$ cat src/rtl/pwg_pkg.sv
package pwg_pkg;

    typedef enum logic [1:0] {
        BAND_UNITY  = 2'd0,
        BAND_THREEQ = 2'd1,
        BAND_FIVE16 = 2'd2
    } band_e;

    typedef enum logic {
        RND_TRUNC   = 1'b0,
        RND_HALF_UP = 1'b1
    } rnd_e;

endpackage

$ cat src/rtl/pwg_band_sel.sv
module pwg_band_sel
    import pwg_pkg::*;
#(
    parameter int IN_W       = 10,
    parameter int MAX_IN     = 1000,
    parameter int UNITY_TOP  = 10,
    parameter int THREEQ_TOP = 100
) (
    input  logic [IN_W-1:0] in_raw,
    output logic [IN_W-1:0] clamped,
    output band_e           band
);
    localparam logic [IN_W-1:0] CEIL  = IN_W'(MAX_IN);
    localparam logic [IN_W-1:0] LIM_U = IN_W'(UNITY_TOP);
    localparam logic [IN_W-1:0] LIM_T = IN_W'(THREEQ_TOP);

    always_comb begin
        clamped = (in_raw > CEIL) ? CEIL : in_raw;
        if (clamped <= LIM_U) begin
            band = BAND_UNITY;
        end else if (clamped <= LIM_T) begin
            band = BAND_THREEQ;
        end else begin
            band = BAND_FIVE16;
        end
    end
endmodule

$ cat src/rtl/pwg_shift_add.sv
module pwg_shift_add
    import pwg_pkg::*;
#(
    parameter int IN_W   = 10,
    parameter int FRAC_W = 4
) (
    input  logic [IN_W-1:0]        x,
    input  band_e                  band,
    output logic [IN_W+FRAC_W-1:0] acc
);
    localparam int ACC_W = IN_W + FRAC_W;

    logic [ACC_W-1:0] ext;
    logic [ACC_W-1:0] term_unity;
    logic [ACC_W-1:0] term_threeq;
    logic [ACC_W-1:0] term_five16;

    always_comb begin
        ext         = ACC_W'(x);
        // gain 1: x scaled into the guard-bit frame
        term_unity  = ext << FRAC_W;
        // gain 3/4: (2x + x) * 2^FRAC_W / 4
        term_threeq = (ext << (FRAC_W - 1)) + (ext << (FRAC_W - 2));
        // gain 5/16: (4x + x) * 2^FRAC_W / 16
        term_five16 = (ext << (FRAC_W - 2)) + (ext << (FRAC_W - 4));
        unique case (band)
            BAND_UNITY:  acc = term_unity;
            BAND_THREEQ: acc = term_threeq;
            BAND_FIVE16: acc = term_five16;
            default:     acc = '0;
        endcase
    end
endmodule

$ cat src/rtl/pwg_round.sv
module pwg_round
    import pwg_pkg::*;
#(
    parameter int ACC_W  = 14,
    parameter int FRAC_W = 4,
    parameter int OUT_W  = 10
) (
    input  logic [ACC_W-1:0] acc,
    input  rnd_e             mode,
    output logic [OUT_W-1:0] result
);
    localparam logic [ACC_W:0] HALF = (ACC_W+1)'(1) << (FRAC_W - 1);

    logic [ACC_W:0] biased;

    always_comb begin
        unique case (mode)
            RND_TRUNC:   biased = {1'b0, acc};
            RND_HALF_UP: biased = {1'b0, acc} + HALF;
            default:     biased = {1'b0, acc};
        endcase
        result = biased[FRAC_W +: OUT_W];
    end
endmodule

$ cat src/rtl/pwg_scaler.sv
module pwg_scaler
    import pwg_pkg::*;
#(
    parameter int IN_W       = 10,
    parameter int FRAC_W     = 4,
    parameter int MAX_IN     = 1000,
    parameter int UNITY_TOP  = 10,
    parameter int THREEQ_TOP = 100
) (
    input  logic            clk,
    input  logic            rst,
    input  logic            in_valid,
    input  logic [IN_W-1:0] in_data,
    input  logic            in_round,
    output logic            out_valid,
    output logic [IN_W-1:0] out_data
);
    localparam int ACC_W = IN_W + FRAC_W;

    logic [IN_W-1:0]  x_clamped;
    band_e            band;
    logic [ACC_W-1:0] acc;
    logic [IN_W-1:0]  scaled;
    rnd_e             mode;

    assign mode = rnd_e'(in_round);

    pwg_band_sel #(
        .IN_W(IN_W), .MAX_IN(MAX_IN),
        .UNITY_TOP(UNITY_TOP), .THREEQ_TOP(THREEQ_TOP)
    ) u_band (
        .in_raw(in_data), .clamped(x_clamped), .band(band)
    );

    pwg_shift_add #(.IN_W(IN_W), .FRAC_W(FRAC_W)) u_mul (
        .x(x_clamped), .band(band), .acc(acc)
    );

    pwg_round #(.ACC_W(ACC_W), .FRAC_W(FRAC_W), .OUT_W(IN_W)) u_rnd (
        .acc(acc), .mode(mode), .result(scaled)
    );

    always_ff @(posedge clk) begin
        if (rst) begin
            out_valid <= 1'b0;
            out_data  <= '0;
        end else begin
            out_valid <= in_valid;
            if (in_valid) begin
                out_data <= scaled;
            end
        end
    end
endmodule

$ cat config.mk
export PLATFORM = sky130hd
export DESIGN_NAME = pwg_scaler
export DESIGN_NICKNAME = d
export VERILOG_FILES = /design/src/rtl/pwg_pkg.sv /design/src/rtl/pwg_band_sel.sv /design/src/rtl/pwg_shift_add.sv /design/src/rtl/pwg_round.sv /design/src/rtl/pwg_scaler.sv
export SDC_FILE = /design/constraint.sdc
export NUM_CORES = 1
export LEC_CHECK = 0
export BUFFER_PORTS_ARGS = -buffer_cell sky130_fd_sc_hd__buf_2
export CELL_PAD_IN_SITES_DETAIL_PLACEMENT = 1
export CELL_PAD_IN_SITES_GLOBAL_PLACEMENT = 1
export CORE_MARGIN = 3
export CORE_UTILIZATION = 35
export CTS_CLUSTER_DIAMETER = 40
export DETAILED_ROUTE_END_ITERATION = 16
export GPL_TIMING_DRIVEN = 1
export PLACE_DENSITY_LB_ADDON = 0.1
export SLEW_MARGIN = 20
export SYNTH_ARGS = -nofsm -noshare
export SYNTH_HDL_FRONTEND = slang
export SYNTH_HIERARCHICAL = 1
export SYNTH_SLANG_ARGS = --single-unit
$ cat constraint.sdc
create_clock -name clk -period 7.95 [get_ports clk]
set_input_delay 1.59 -clock clk [delete_from_list [all_inputs] [get_ports clk]]
set_output_delay 1.59 -clock clk [all_outputs]
set_load 0.01 [all_outputs]
== Word-level counts from Yosys, hierarchy flattened ==
Cells that the tools add are included.
Operators by class
  add/subtract/negate cells: 3
  magnitude comparators: 3
  equality and inequality tests: 2
  multiplexer cells: 5
  bitwise logic cells: 1
  reductions and logical operators: 1
Operators with widths (number)
  $pmux 14 s3: 1
  $pmux 14 s2: 1
  $add 13x12->14: 1
  $add 14x4->14 const B: 1
  $add 12x10->13: 1
  $gt 10x10->1 const B: 1
  $le 10x4->1 const B: 1
  $le 10x7->1 const B: 1
  $mux 10: 1
  $mux 2: 2
  $eq 2x1->1 const B: 1
  $eq 2x2->1 const B: 1
  $logic_not 2->1: 1
  $not 1->1: 1
Word-level totals
  register bits: 11
  input bits: 14
  output and inout bits: 11
  logic and storage cells: 17

== Longest topological paths before layout ==
  depth after elaboration: 9
  gate-level depth with buffers: 16
  mapped depth without buffers: 16

== By module ==
The synthesis kept the hierarchy.
Modules (own cells, without submodules)
  pwg_shift_add: times used 1, cells each 153, area each 1069.8 sq um, sequential area each 0.0 sq um
  pwg_scaler: times used 1, cells each 34, area each 380.4 sq um, sequential area each 220.2 sq um
  pwg_round: times used 1, cells each 27, area each 211.5 sq um, sequential area each 0.0 sq um
  pwg_band_sel: times used 1, cells each 19, area each 121.4 sq um, sequential area each 0.0 sq um

== Least setup slack after synthesis ==
No wires, ideal clock.
  path kind: in2reg
  start: input port in_data[4]
  end: register out_data[9]
  setup time: 0.117 ns
  arrival time: 4.413 ns
  data required time: 7.833 ns
  slack: 3.420 ns
  stages: 16
  path buffers: 0
  path through: o211ai_2 -> nor2_2 -> nor2b_1 -> ha_1 -> inv_1 -> fa_1 -> nor2b_1 -> o31a_1 -> o21a_1 -> nor3_1 -> o31ai_1 -> nand4_4 -> nor3_2 -> xor2_1 -> mux2i_1 -> nor2_1
On the way
  longest elaborated chain between the ends: 9
  elaborated cells on any way between the ends: 14
  classes of those cells: 3 x add/sub; 3 x order compare; 2 x eq/ne; 5 x mux; 1 x reduce/logical
Ends and longest elaborated chain
  from (decl): RTL line pwg_scaler.sv:13  | input logic [IN_W-1:0] in_data,
  $gt 10x10->1 *: RTL line pwg_band_sel.sv:18  | clamped = (in_raw > CEIL) ? CEIL : in_raw;
  $mux 10 *: RTL line pwg_band_sel.sv:18
  named net x_clamped[2]: RTL line pwg_scaler.sv:20  | logic [IN_W-1:0] x_clamped;
  $le 10x7->1: RTL line pwg_band_sel.sv:21  | end else if (clamped <= LIM_T) begin
  $mux 2: RTL line pwg_band_sel.sv:21
  $mux 2: RTL line pwg_band_sel.sv:19  | if (clamped <= LIM_U) begin
  $eq 2x2->1, or another cell as far along: RTL line pwg_shift_add.sv:26  | unique case (band)
  $pmux 14 s3 *: RTL line pwg_shift_add.sv:26
  named net acc[8]: RTL line pwg_scaler.sv:22  | logic [ACC_W-1:0] acc;
  $add 14x4->14 *: RTL line pwg_round.sv:19  | RND_HALF_UP: biased = {1'b0, acc} + HALF;
  $pmux 14 s2 *: RTL line pwg_round.sv:17  | unique case (mode)
  named net scaled[9]: RTL line pwg_scaler.sv:23  | logic [IN_W-1:0] scaled;
  to (signal assigned): RTL line pwg_scaler.sv:50  | out_data <= scaled;
  to (decl): RTL line pwg_scaler.sv:16  | output logic [IN_W-1:0] out_data
Mark *: on every way through the listed nets, which the timed path passes. The rest lies on a longest branch.
A chain may end at the register's enable or synchronous reset.

== Final worst setup path ==
Ends and elaborated chain as after synthesis.

==> qor.csv <==
metric;value;unit
area_growth;11.7;%
syn_area;0.00176;sq mm
antenna_found_initial;0;
setup_viol;0;
ir_drop;0.0831;mV
fillers;621;
power.share.combinational;53.9;%
dpl.cell_count;312;
wl_per_cell;15.8;um
start_kind;primary input;
hp-class;reg2reg;
pwr-share-seq;24.6;%
arrival;5160;ps
die_x;77.0;um
p_leak;0.872;nW
wl;4.98;mm
finalHoldViolations;0;
syn_nets;265;
post-route-period-util;62.7;%
cts_resized;0;
period_minus_slack;4990;ps
overflow;0;
nets;285;
ant_nets;0;
relSlewSlack;45.7;%
syn_inst;230;
swShare;40.7;%
rows;25;
start_util;36.9;%
power_switching;0.104;mW
final_max_slew_viol_count;0;
grt_use_total;17.5;%
gp_congestion;0.782;
drc;0;
path_cells;buf_2 > o211ai_2 > nor2_2 > nor2b_1 > ha_1 > inv_1 > fa_1 > nor2b_1 > o31a_1 > o21ba_1 > mux2i_1 > o32ai_1 > nand4_1 > nor3_2 > xor2_1 > mux2i_1 > nor2_1;
coreArea;0.00479;sq mm
worst_slew_pin_slew;812;ps
setup_tns;0;ps
cts_buffers;3;
synth_area_per_cell;7.67;sq um
h-tree-depth;1;
num_vias;1743;
die_area;0.00593;sq mm
cp-end-kind;flip-flop;
critical_path_class;in2reg;
internal_power;0.152;mW
clk_pin_slew;50;ps
power_density;130;mW/mm^2
place_hpwl;4.01;mm
final_cell_mix;nor2_1 (27), buf_2 (24), ha_1 (19), a21oi_1 (15);
crit_required;8120;ps
die_h;77.0;um
critPathTopFamily;simple AND/OR/NAND/NOR gates;
cts-root-buf;clkbuf_8;
grt_max_degree;16;
layout_commonest_cell;nor2_1;
postCtsHoldBufs;0;
n_antenna_cell;0;
clock_sinks;11;
finClkSkew;0;ps
grt_pass1_wl;8.74;mm
critPathSlowestCell;o32ai_1;
critPathMaxStageDelay;520;ps
insertion_delay;230;ps
firstDrtPassIters;4;
port_buffers;24;
fin_cells;316;
status;finished, final reports clean;
drv_cap;0;
rsz0062_at_grt;no;
max_freq;0.200;GHz
crit_fanout;6;
io_pins;25;
clk_path_buf_depth;2;
drtIter0Drc;65;
grt_pass1_vias;1758;
drive_gt1_share;16.5;%
tritoncts;built;
p_clk_share;21.5;%
viasPerCell;5.52;
yosysWarnings;6;
postCtsSetupRepairBufs;0;
cp_num_buf_inv;2;
==> layout make-up <==
class / instances / area, sq um / share of cell area, %
Tap cell: 67 / 83.8 / 4.25
Multi-Input combinational cell: 197 / 1450 / 73.7
Inverter: 13 / 48.8 / 2.48
Sequential cell: 11 / 220 / 11.2
Timing Repair Buffer: 24 / 120 / 6.10
Clock buffer: 4 / 45.0 / 2.29
==> metal layers <==
metal  routed length [um]  vias up  track usage (%)
li1                     -      884                -
met1                 2560      824             25.0
met2                 2230       31             28.5
met3                  159        4             2.70
met4                   35        0             1.96
met5                    0        -                0
==> worst min-delay path, delay by kind of cell, from the launching register on <==
family	cells	cell delay, ps
multiplexers	1	60
AND/OR/NAND/NOR	1	70
flip-flops	1	320
==> per-stage QoR <==
stage | setup WS (ps) | hold slack [ps] | power [mW] | utilization [%] | cell area, sq um
final | 2960 | 487 | 0.257 | 41.2 | 1970
after global routing | 2560 | 533 | 0.281 | 41.2 | 1970
after CTS | 2930 | 493 | 0.260 | 41.2 | 1970
after detailed placement | 2700 | 480 | 0.202 | 40.2 | 1930
after global placement | 2700 | 470 | 0.202 | 40.2 | 1930
after floorplan | 3420 | 531 | 0.168 | - | 1760
==> state kept, by name (all words and copies together), names as in the netlist <==
name and count:
out_data 10, out_valid 1
==> power groups by stage <==
stage	clock, mW	sequential [mW]	combinational [mW]
detailed placement	0	0.0641	0.138
CTS	0.0579	0.0631	0.139
finish	0.0553	0.0630	0.138
global placement	0	0.0640	0.138
floorplan	0	0.0668	0.101
global route	0.0617	0.0640	0.156
==> path summary, 6_finish.rpt <==
kind	depth (start not counted)	slack, ps	to	startpoint
worst max-delay path	17	2960	out_data[9]	in_data[4]
worst min-delay path	2	490	out_data[7]	out_data[7]
worst max register to register	2	7330	out_data[4]	out_data[4]
worst min register to register	2	490	out_data[7]	out_data[7]
No activity file was read; power rests on OpenSTA's default activity.
